[src/rtl/irq_redir_pkg.sv]
package irq_redir_pkg;

  localparam int VEC_W  = 8;
  localparam int DEST_W = 16;
  localparam int MODE_W = 3;
  localparam int SEL_W  = 16;

  localparam logic [SEL_W-1:0] IDX_VERSION    = 16'h0001;
  localparam logic [SEL_W-1:0] IDX_ROUTE_BASE = 16'h0010;

  localparam logic [MODE_W-1:0] DM_FIXED  = 3'd0;
  localparam logic [MODE_W-1:0] DM_LOWEST = 3'd1;

  typedef struct packed {
    logic              mask;
    logic              trig;   // 1 = level
    logic              pol;    // 1 = active low
    logic [MODE_W-1:0] mode;
    logic [VEC_W-1:0]  vector;
    logic [DEST_W-1:0] dest;
  } route_t;

  localparam route_t ROUTE_RESET = '{mask: 1'b1, trig: 1'b0, pol: 1'b0,
                                     mode: '0, vector: '0, dest: '0};

  function automatic logic [31:0] pack_lo(input route_t r, input logic rirr);
    return {15'd0, r.mask, r.trig, rirr, r.pol, 2'b00, r.mode, r.vector};
  endfunction

  function automatic logic [31:0] pack_hi(input route_t r);
    return {r.dest, 16'd0};
  endfunction

  function automatic route_t unpack_lo(input route_t old, input logic [31:0] w);
    route_t nr;
    nr        = old;
    nr.vector = w[7:0];
    nr.mode   = w[10:8];
    nr.pol    = w[13];
    nr.trig   = w[15];
    nr.mask   = w[16];
    return nr;
  endfunction

  function automatic route_t unpack_hi(input route_t old, input logic [31:0] w);
    route_t nr;
    nr      = old;
    nr.dest = w[31:16];
    return nr;
  endfunction

  function automatic logic [31:0] version_word(input logic [7:0] ver,
                                               input logic [7:0] max_idx);
    return {8'd0, max_idx, 8'd0, ver};
  endfunction

endpackage

[src/rtl/irq_regfile.sv]
module irq_regfile
  import irq_redir_pkg::*;
#(
  parameter int         NUM_PINS = 4,
  parameter logic [7:0] VERSION  = 8'h21
) (
  input  logic                         clk,
  input  logic                         rst_n,
  input  logic                         reg_req,
  input  logic                         reg_we,
  input  logic [1:0]                   reg_addr,
  input  logic [31:0]                  reg_wdata,
  output logic [31:0]                  reg_rdata,
  input  logic [NUM_PINS-1:0]          rirr,
  output route_t [NUM_PINS-1:0]        routes,
  output logic                         eoi_valid,
  output logic [VEC_W-1:0]             eoi_vector
);

  localparam logic [SEL_W-1:0] ROUTE_END = IDX_ROUTE_BASE + SEL_W'(2 * NUM_PINS);
  localparam logic [7:0]       MAX_IDX   = 8'(NUM_PINS - 1);

  logic [SEL_W-1:0] sel_q;
  logic [SEL_W-1:0] sel_off;
  logic             sel_is_route;
  logic             sel_wr, win_wr;
  logic [31:0]      win_rdata;

  assign sel_wr       = reg_req && reg_we && (reg_addr == 2'd0);
  assign win_wr       = reg_req && reg_we && (reg_addr == 2'd1);
  assign eoi_valid    = reg_req && reg_we && (reg_addr == 2'd2);
  assign eoi_vector   = reg_wdata[VEC_W-1:0];
  assign sel_off      = sel_q - IDX_ROUTE_BASE;
  assign sel_is_route = (sel_q >= IDX_ROUTE_BASE) && (sel_q < ROUTE_END);

  always_ff @(posedge clk or negedge rst_n) begin
    if (!rst_n)      sel_q <= '0;
    else if (sel_wr) sel_q <= reg_wdata[SEL_W-1:0];
  end

  for (genvar n = 0; n < NUM_PINS; n++) begin : g_entry
    logic hit;
    assign hit = win_wr && sel_is_route && (sel_off[SEL_W-1:1] == (SEL_W-1)'(n));

    always_ff @(posedge clk or negedge rst_n) begin
      if (!rst_n)                routes[n] <= ROUTE_RESET;
      else if (hit && sel_off[0]) routes[n] <= unpack_hi(routes[n], reg_wdata);
      else if (hit)              routes[n] <= unpack_lo(routes[n], reg_wdata);
    end

    // a high-word write leaves the low-word fields alone
    a_r12_hi_keeps_lo: assert property (@(posedge clk) disable iff (!rst_n)
      (hit && sel_off[0]) |=> ($stable(routes[n].vector) && $stable(routes[n].mode) &&
                              $stable(routes[n].pol) && $stable(routes[n].trig) &&
                              $stable(routes[n].mask)));
  end

  always_comb begin
    win_rdata = '0;
    if (sel_q == IDX_VERSION) win_rdata = version_word(VERSION, MAX_IDX);
    for (int n = 0; n < NUM_PINS; n++) begin
      if (sel_is_route && sel_off[SEL_W-1:1] == (SEL_W-1)'(n))
        win_rdata = sel_off[0] ? pack_hi(routes[n]) : pack_lo(routes[n], rirr[n]);
    end
  end

  always_comb begin
    reg_rdata = '0;
    if (reg_req && !reg_we) begin
      case (reg_addr)
        2'd0:    reg_rdata = 32'(sel_q);
        2'd1:    reg_rdata = win_rdata;
        default: reg_rdata = '0;
      endcase
    end
  end

endmodule

[src/rtl/irq_pin_ctrl.sv]
module irq_pin_ctrl
  import irq_redir_pkg::*;
(
  input  logic             clk,
  input  logic             rst_n,
  input  logic             pin_in,
  input  logic             cfg_mask,
  input  logic             cfg_trig,
  input  logic             cfg_pol,
  input  logic [VEC_W-1:0] cfg_vector,
  input  logic             accept,
  input  logic             eoi_valid,
  input  logic [VEC_W-1:0] eoi_vector,
  output logic             req,
  output logic             rirr
);

  logic act, prev_act, edge_seen, edge_pend, eoi_hit;

  assign act       = pin_in ^ cfg_pol;
  assign edge_seen = act && !prev_act;
  assign eoi_hit   = eoi_valid && cfg_trig && (eoi_vector == cfg_vector);

  always_ff @(posedge clk or negedge rst_n) begin
    if (!rst_n) prev_act <= 1'b0;
    else        prev_act <= act;
  end

  // edge memory: masked edges are discarded; a fresh edge outranks acceptance
  always_ff @(posedge clk or negedge rst_n) begin
    if (!rst_n)                  edge_pend <= 1'b0;
    else if (cfg_mask || cfg_trig) edge_pend <= 1'b0;
    else if (edge_seen)          edge_pend <= 1'b1;
    else if (accept)             edge_pend <= 1'b0;
  end

  // remote IRR for level pins
  always_ff @(posedge clk or negedge rst_n) begin
    if (!rst_n)                 rirr <= 1'b0;
    else if (accept && cfg_trig) rirr <= 1'b1;
    else if (eoi_hit || !cfg_trig) rirr <= 1'b0;
  end

  assign req = cfg_trig ? (act && !cfg_mask && !rirr) : edge_pend;

  a_r6_masked_edge_dropped: assert property (@(posedge clk) disable iff (!rst_n)
    cfg_mask |=> !edge_pend);

  a_r8_rirr_set_on_accept: assert property (@(posedge clk) disable iff (!rst_n)
    (accept && cfg_trig) |=> rirr);

  a_r8_rirr_holds: assert property (@(posedge clk) disable iff (!rst_n)
    (rirr && cfg_trig && !eoi_hit) |=> rirr);

  a_r8_rirr_blocks_req: assert property (@(posedge clk) disable iff (!rst_n)
    rirr |-> !req);

  a_r11_edge_kept: assert property (@(posedge clk) disable iff (!rst_n)
    (edge_seen && !cfg_mask && !cfg_trig) |=> edge_pend);

endmodule

[src/rtl/irq_issue.sv]
module irq_issue
  import irq_redir_pkg::*;
#(
  parameter int NUM_PINS = 4
) (
  input  logic                               clk,
  input  logic                               rst_n,
  input  logic [NUM_PINS-1:0]                req,
  input  logic [NUM_PINS-1:0][VEC_W-1:0]     vec_tab,
  input  logic [NUM_PINS-1:0][DEST_W-1:0]    dest_tab,
  input  logic [NUM_PINS-1:0][MODE_W-1:0]    mode_tab,
  input  logic                               msg_ready,
  output logic                               msg_valid,
  output logic [VEC_W-1:0]                   msg_vector,
  output logic [DEST_W-1:0]                  msg_dest,
  output logic [MODE_W-1:0]                  msg_mode,
  output logic [NUM_PINS-1:0]                accept
);

  logic [NUM_PINS-1:0] grant_oh, cur_oh;
  logic [VEC_W-1:0]    sel_vec;
  logic [DEST_W-1:0]   sel_dest;
  logic [MODE_W-1:0]   sel_mode;
  logic                load_now, handshake;

  always_comb begin
    grant_oh = '0;
    for (int n = NUM_PINS - 1; n >= 0; n--) begin
      if (req[n]) begin
        grant_oh    = '0;
        grant_oh[n] = 1'b1;
      end
    end
  end

  always_comb begin
    sel_vec  = '0;
    sel_dest = '0;
    sel_mode = '0;
    for (int n = 0; n < NUM_PINS; n++) begin
      if (grant_oh[n]) begin
        sel_vec  = sel_vec  | vec_tab[n];
        sel_dest = sel_dest | dest_tab[n];
        sel_mode = sel_mode | mode_tab[n];
      end
    end
  end

  assign handshake = msg_valid && msg_ready;
  assign load_now  = !msg_valid && (|req);
  assign accept    = handshake ? cur_oh : '0;

  always_ff @(posedge clk or negedge rst_n) begin
    if (!rst_n) begin
      msg_valid  <= 1'b0;
      cur_oh     <= '0;
      msg_vector <= '0;
      msg_dest   <= '0;
      msg_mode   <= '0;
    end else if (handshake) begin
      msg_valid <= 1'b0;
    end else if (load_now) begin
      msg_valid  <= 1'b1;
      cur_oh     <= grant_oh;
      msg_vector <= sel_vec;
      msg_dest   <= sel_dest;
      msg_mode   <= sel_mode;
    end
  end

  a_r10_hold_steady: assert property (@(posedge clk) disable iff (!rst_n)
    (msg_valid && !msg_ready) |=> (msg_valid && $stable(msg_vector) &&
                                   $stable(msg_dest) && $stable(msg_mode)));

  a_r10_single_accept: assert property (@(posedge clk) disable iff (!rst_n)
    $onehot0(accept));

  a_r10_lowest_first: assert property (@(posedge clk) disable iff (!rst_n)
    load_now |-> ((req & (grant_oh - NUM_PINS'(1))) == '0));

endmodule

[src/rtl/irq_redirector.sv]
module irq_redirector
  import irq_redir_pkg::*;
#(
  parameter int         NUM_PINS = 4,
  parameter logic [7:0] VERSION  = 8'h21
) (
  input  logic                clk,
  input  logic                rst_n,
  input  logic                reg_req,
  input  logic                reg_we,
  input  logic [1:0]          reg_addr,
  input  logic [31:0]         reg_wdata,
  output logic [31:0]         reg_rdata,
  input  logic [NUM_PINS-1:0] irq_in,
  output logic                msg_valid,
  input  logic                msg_ready,
  output logic [7:0]          msg_vector,
  output logic [15:0]         msg_dest,
  output logic [2:0]          msg_mode
);

  route_t [NUM_PINS-1:0]            routes;
  logic   [NUM_PINS-1:0]            rirr, req, accept;
  logic   [NUM_PINS-1:0][VEC_W-1:0]  vec_tab;
  logic   [NUM_PINS-1:0][DEST_W-1:0] dest_tab;
  logic   [NUM_PINS-1:0][MODE_W-1:0] mode_tab;
  logic                             eoi_valid;
  logic   [VEC_W-1:0]               eoi_vector;

  irq_regfile #(.NUM_PINS(NUM_PINS), .VERSION(VERSION)) u_regs (
    .clk(clk), .rst_n(rst_n),
    .reg_req(reg_req), .reg_we(reg_we), .reg_addr(reg_addr),
    .reg_wdata(reg_wdata), .reg_rdata(reg_rdata),
    .rirr(rirr), .routes(routes),
    .eoi_valid(eoi_valid), .eoi_vector(eoi_vector)
  );

  for (genvar n = 0; n < NUM_PINS; n++) begin : g_pin
    assign vec_tab[n]  = routes[n].vector;
    assign dest_tab[n] = routes[n].dest;
    assign mode_tab[n] = routes[n].mode;

    irq_pin_ctrl u_pin (
      .clk(clk), .rst_n(rst_n),
      .pin_in(irq_in[n]),
      .cfg_mask(routes[n].mask), .cfg_trig(routes[n].trig),
      .cfg_pol(routes[n].pol), .cfg_vector(routes[n].vector),
      .accept(accept[n]),
      .eoi_valid(eoi_valid), .eoi_vector(eoi_vector),
      .req(req[n]), .rirr(rirr[n])
    );
  end

  irq_issue #(.NUM_PINS(NUM_PINS)) u_issue (
    .clk(clk), .rst_n(rst_n),
    .req(req), .vec_tab(vec_tab), .dest_tab(dest_tab), .mode_tab(mode_tab),
    .msg_ready(msg_ready), .msg_valid(msg_valid),
    .msg_vector(msg_vector), .msg_dest(msg_dest), .msg_mode(msg_mode),
    .accept(accept)
  );

  // nothing is offered in the first cycle out of reset
  a_r3_quiet_after_reset: assert property (@(posedge clk) disable iff (!rst_n)
    $rose(rst_n) |-> !msg_valid);

endmodule

[config.mk]
export PLATFORM = sky130hd
export DESIGN_NAME = irq_redirector
export DESIGN_NICKNAME = d
export VERILOG_FILES = /design/src/rtl/irq_redir_pkg.sv /design/src/rtl/irq_regfile.sv /design/src/rtl/irq_pin_ctrl.sv /design/src/rtl/irq_issue.sv /design/src/rtl/irq_redirector.sv
export SDC_FILE = /design/constraint.sdc
export NUM_CORES = 1
export LEC_CHECK = 0
export BUFFER_PORTS_ARGS = -buffer_cell sky130_fd_sc_hd__buf_2
export CAP_MARGIN = 20
export CORE_UTILIZATION = 40
export DETAILED_ROUTE_END_ITERATION = 7
export GPL_TIMING_DRIVEN = 1
export HOLD_SLACK_MARGIN = 0.02
export SLEW_MARGIN = 30
export SYNTH_ARGS = -nofsm -noshare
export SYNTH_HDL_FRONTEND = slang
export SYNTH_SLANG_ARGS = --single-unit
[constraint.sdc]
create_clock -name clk -period 3.2 [get_ports clk]
set_input_delay 0.32 -clock clk [delete_from_list [all_inputs] [get_ports clk]]
set_output_delay 0.32 -clock clk [all_outputs]
set_load 0.02 [all_outputs]
# Yosys cells after proc, flatten, opt, wreduce, memory -nomap -nowiden
# Index checks and enable logic that the tools add are counted.
totals:
  out_inout_bits: 60
  in_bits: 43
  elab_cells: 219
  ff_bits: 180
classes:
  eq_ne: 10
  n_lt_le_gt_ge: 2
  n_addsub: 1
  n_reduce_logical: 88
  mux: 58
  n_bitwise: 18
ops:
  columns: ["operator", "count"]
  rows:
  - ["two-way mux 32 bit", 9]
  - ["two-way mux 16 bit", 8]
  - ["one-hot mux 32 bit (2 select lines)", 1]
  - ["OR 16 bit", 3]
  - ["logical AND 1 bit", 45]
  - ["== test 8 bit", 4]
  - ["two-way mux 8 bit", 4]
  - ["== test 15 x 2 -> 1 bit (second input constant)", 2]
  - ["two-way mux 1 bit", 26]
  - ["OR 8 bit", 3]
  - ["two-way mux 4 bit", 5]
  - ["logical NOT 1 bit", 18]
  - ["two-way mux 18 bit", 1]
  - ["== test 16 x 1 -> 1 bit (second input constant)", 1]
  - ["greater-or-equal comparator 16 x 5 -> 1 bit (second input constant)", 1]
  - ["less-than comparator 16 x 5 -> 1 bit (second input constant)", 1]
  - ["subtractor 16 x 5 -> 16 bit (second input constant)", 1]
  - ["== test 15 x 1 -> 1 bit (second input constant)", 1]
  - ["logical NOT 15 bit", 1]
  - ["two-way mux 3 bit", 4]
  - ["nonzero test 3 bit", 4]
  - ["AND reduction 2 bit", 5]
  - ["nonzero test 2 bit", 5]
  - ["OR 3 bit", 3]
  - ["other kinds (7)", 21]

# Logic depth before layout (Yosys ltp)
depth:
  depth_word: 15
  depth_mapped: 9
  depth_no_buf: 7

# Modules after synthesis
# A second synthesis with hierarchy kept.
hier_totals:
  cells_unflattened: 871
  hier_area_um2: 9758.1
by_module_without_submodules:
  columns: ["module", "n_inst", "cells_per_inst", "seq_area_each_um2", "area_per_inst_um2"]
  rows:
  - ["irq_regfile", 1, 558, 3408.3, 6688.9]
  - ["irq_issue", 1, 221, 800.8, 2188.3]
  - ["irq_pin_ctrl", 4, 23, 75.1, 220.2]

# Worst setup path after synthesis
# OpenSTA, ideal clock, no wires.
synth_path:
  kind: "reg-to-output"
  from: "register u_regs.sel_q[5]"
  to: "output port reg_rdata[15]"
  arrival_time_ns: 2.336
  path_slack_ns: 0.544
  required_ns: 2.880
  path_buffers: 1
  stages_incl_launch_ff: 9
  cell_sequence: "dfrtp_1 > inv_1 > ha_1 > and4bb_2 > nand4_1 > nor3_1 > buf_2 > a22oi_1 > o21ai_0"
synth_via:
  elab_chain_cells: 9
  word_cells_on_any_way: 18
  cone_classes: "1 x add/sub; 2 x order compare; 3 x eq/ne; 6 x mux; 6 x reduce/logical"
synth_rtl:
  columns: ["element", "line", "text"]
  rows:
  - ["start: declaration", "irq_regfile.sv:23", "logic [SEL_W-1:0] sel_q;"]
  - ["start signal: assignment", "irq_regfile.sv:38", "else if (sel_wr) sel_q <= reg_wdata[SEL_W-1:0];"]
  - ["subtractor 16 x 5 -> 16 bit (tied with other cells)", "irq_regfile.sv:33", "assign sel_off = sel_q - IDX_ROUTE_BASE;"]
  - ["logical NOT 15 bit or logical AND 1 bit (tied branches)", "irq_regfile.sv:62, irq_regfile.sv:34", null]
  - ["logical AND 1 bit", "irq_regfile.sv:62", "if (sel_is_route && sel_off[SEL_W-1:1] == (SEL_W-1)'(n))"]
  - ["two-way mux 32 bit (3 in series)", "irq_regfile.sv:62", null]
  - ["two-way mux 32 bit *", "irq_regfile.sv:62", null]
  - ["one-hot mux 32 bit (2 select lines) *", "irq_regfile.sv:70", "case (reg_addr)"]
  - ["two-way mux 32 bit *", "irq_regfile.sv:69", "if (reg_req && !reg_we) begin"]
  - ["end: declaration", "irq_redirector.sv:13", "output logic [31:0] reg_rdata,"]
# Mark *: on every way between the ends. The rest lies on a longest branch, timed or not.

# Worst setup path after layout
layout_path:
  from: "register u_regs.sel_q[5]"
  to: "output port reg_rdata[18]"
# The elaborated chain is that of the path after synthesis.

==> impl_metrics.json <==
{
  "status": "complete, no violations",
  "synth_edf_count": 0,
  "postRouteAntennaNets": 0,
  "fp-row-count": 55,
  "p_per_area_nw_per_um2": 527,
  "area_growth_pct": 19.1,
  "clockPowerShare_pct": 36.6,
  "antennaDiodeCount": 0,
  "synth.most_common_cell": "dfrtp_1",
  "gr-usage-all-layers_pct": 23.4,
  "gp_congestion": 0.818,
  "grt_max_degree": 66,
  "grt_pass1_wl_um": 42400,
  "timing.slew.headroom_pct": 38.3,
  "setup_tns_ns": 0,
  "ys_seq_area_share_pct": 47.9,
  "grt_pass1_vias": 6993,
  "rsz0062_at_grt": "yes",
  "cts_root_buf": "clkbuf_16",
  "routed_via_density": 5.69,
  "finalClockSkew_ns": 0.0143,
  "yosys_warnings": 0,
  "p_int_uw": 3960,
  "port_buffers": 102,
  "cts_tree": "done",
  "synthDistinctLibCells": 65,
  "drtIter0Drc": 533,
  "yosysTopAreaCell": "dfrtp_1",
  "cts_buffer_depth": 2,
  "slew_viol_final": 0,
  "cp-start-kind": "flop",
  "start_util_pct": 41.2,
  "numCtsBuffers": 17,
  "switching_share_pct": 33.1,
  "power.share.sequential_pct": 43.8,
  "dieArea_um2": 24200,
  "clk_pin_slew_worst_paths_ns": 0.07,
  "clkLatencyLatePin_ns": 0.44,
  "syn-num-nets": 863,
  "hpwl_um": 17700,
  "period_share_pct": 99.8,
  "gr-total-overflow": 0,
  "floorplan.core_area_um2": 22800,
  "drv_cap": 0,
  "critical_path_required_ns": 2.88,
  "cts.sinks": 180,
  "finalSetupViolations": 0,
  "chipWidth_um": 155,
  "synth.avg_cell_area_um2": 11.5,
  "hp-class": "primary input to flop",
  "finalHoldViolations": 0,
  "synth_top_area_share_pct": 46.7,
  "drc": 0,
  "drt-pass1-iter-count": 5,
  "fmaxAchievable_mhz": 313,
  "grt_antenna_before_repair": 0,
  "ys.flop_type": "dfrtp_1",
  "synth-seq-cells": 180,
  "cp_data_arrival_time_ns": 2.87,
  "n_fill_cell": 2107,
  "ys_top_cells_by_area": "dfrtp_1 (47%), mux2_2 (9.8%), mux2_4 (8.0%)",
  "leakagePower_uw": 0.00513,
  "io_pins": 103,
  "vias": 7102,
  "yosys-top-cells-count": "dfrtp_1 (176), mux2_2 (82), mux2_4 (50)",
  "async_flop_share_pct": 100,
  "drt-total-wl_um": 27200,
  "htreeDepth": 4,
  "critPathMaxFanout": 7,
  "critical_path_class": "flop to primary output",
  "drive_above_1_share_pct": 38.4,
  "switchingPower_uw": 1960,
  "wl_per_cell_um": 21.7,
  "die_h_um": 155,
  "nNetsFinal": 967,
  "postLayoutCoreUtil_pct": 49.1,
  "critPathCaptureType": "primary output",
  "comb_power_share_pct": 19.6,
  "timing.final.crit_period_ns": 3.19,
  "synthCells": 819,
  "ir_drop_mv": 0.414,
  "netlist_area_um2": 9420,
  "worstMarginPinSlew_ns": 0.926
}
what timing repair did:
item | CTS | global route
hold buffers | 1 | 0
pin swaps | 2 | 11
endpoints found under the hold margin | 58 | 0
setup buffers | 3 | 5
gates resized for setup | 4 | 41
gates cloned | 1 | 0
setup endpoints to repair | 13 | 30
logic make-up (layout without fill, tap and decap cells):
family                   after synthesis  after routing  share of synthesized area, %
AO/OA/AOI/OAI                        179            179                          13.2
adder cells (fa/ha/maj)                1              1                         0.133
buffers and inverters                 75            191                          3.94
multiplexers                         151            151                          20.1
flip-flops                           180            180                          47.9
AND/OR/NAND/NOR                      196            197                          11.3
XOR/XNOR                              37             37                          3.44
per-layer routing:
metal	share of wire, %	GRT usage, %	vias to the layer above	wire length [um]
met5	0	0	-	0
met4	1.5	6.82	0	409
met3	4.4	3.68	28	1190
met2	46	36.2	182	12500
met1	48	33.7	3644	13100
li1	-	-	3248	-
path summary, 6_finish.rpt:
kind                              startpoint                  to  slack [ns]  cells past startpoint
max                          u_regs.sel_q[5]       reg_rdata[18]       0.007                     10
min                            reg_wdata[12]    u_regs.sel_q[12]        0.12                      2
max reg2reg                  u_regs.sel_q[5]   u_regs.routes[76]        0.43                      9
min reg2reg                u_issue.cur_oh[2]   u_issue.cur_oh[2]        0.51                      2
max in group asynchronous              rst_n  u_regs.routes[103]        1.91                      3
min in group asynchronous              rst_n   u_regs.routes[27]        0.43                      2
per-stage QoR:
stage               hold slack, ns  instances  area (um^2)  power, uW  setup slack (ns)
finish                       0.117       1249        11200       5920           0.00740
global route                 0.122       1249        11200       6170           -0.0807
CTS                          0.104       1244        11000       5900           0.00370
detailed placement           0.361       1207        10400       3740             0.422
global placement             0.361       1207        10400       3720             0.527
floorplan                   0.0244        819         9420       3270             0.544
area by class of cell:
class                      instances  area [um^2]  share of cell area [%]
clock buffer                      17          425                    3.79
multi-input combinational        565         4730                    42.2
timing repair buffer             147          932                    8.30
clock inverter                    15          184                    1.64
sequential                       180         4510                    40.2
inverter                          12         48.8                   0.435
tap                              313          392                    3.49
state kept, by name, indices dropped and copies added, names as in the netlist:
register / count
u_regs.routes: 120
u_issue.msg_dest: 16
u_regs.sel_q: 16
u_issue.msg_vector: 8
g_pin.u_pin.edge_pend: 4
g_pin.u_pin.prev_act: 4
g_pin.u_pin.rirr: 4
u_issue.cur_oh: 4
u_issue.msg_mode: 3
u_issue.msg_valid: 1
worst max-delay path, cell delays in order (launching register included):
cell and delay [ns]:
dfrtp_1 0.39, inv_2 0.07, ha_4 0.25, and4bb_2 0.25, nand4_1 0.12, buf_6 0.18
buf_8 0.13, or4_4 0.63, nor2_1 0.14, a221o_1 0.11, buf_2 0.16
power groups by stage:
| stage | Combinational, uW | Sequential (uW) | Clock (uW) |
|---|---|---|---|
| final | 1160 | 2590 | 2170 |
| after global routing | 1250 | 2610 | 2300 |
| after CTS | 1130 | 2580 | 2200 |
| after detailed placement | 1110 | 2620 | 0 |
| after global placement | 1100 | 2620 | 0 |
| after floorplan | 591 | 2680 | 0 |
cells in the final DEF (no fill, tap or decap), types with 8 or more instances in the layout:
cell type,count
a21oi_1,38
a221o_1,8
a221oi_1,12
a22oi_1,15
a31oi_1,29
and2_1,13
buf_2,89
buf_4,48
clkbuf_16,17
dfrtp_1,175
inv_1,9
mux2_2,82
mux2_4,50
mux2i_1,15
nand2_1,48
nand3_1,36
nor2_1,36
o21ai_0,16
o2bb2ai_1,27
xnor2_1,10
xor2_1,27
Power figures use the tool's default switching activity.
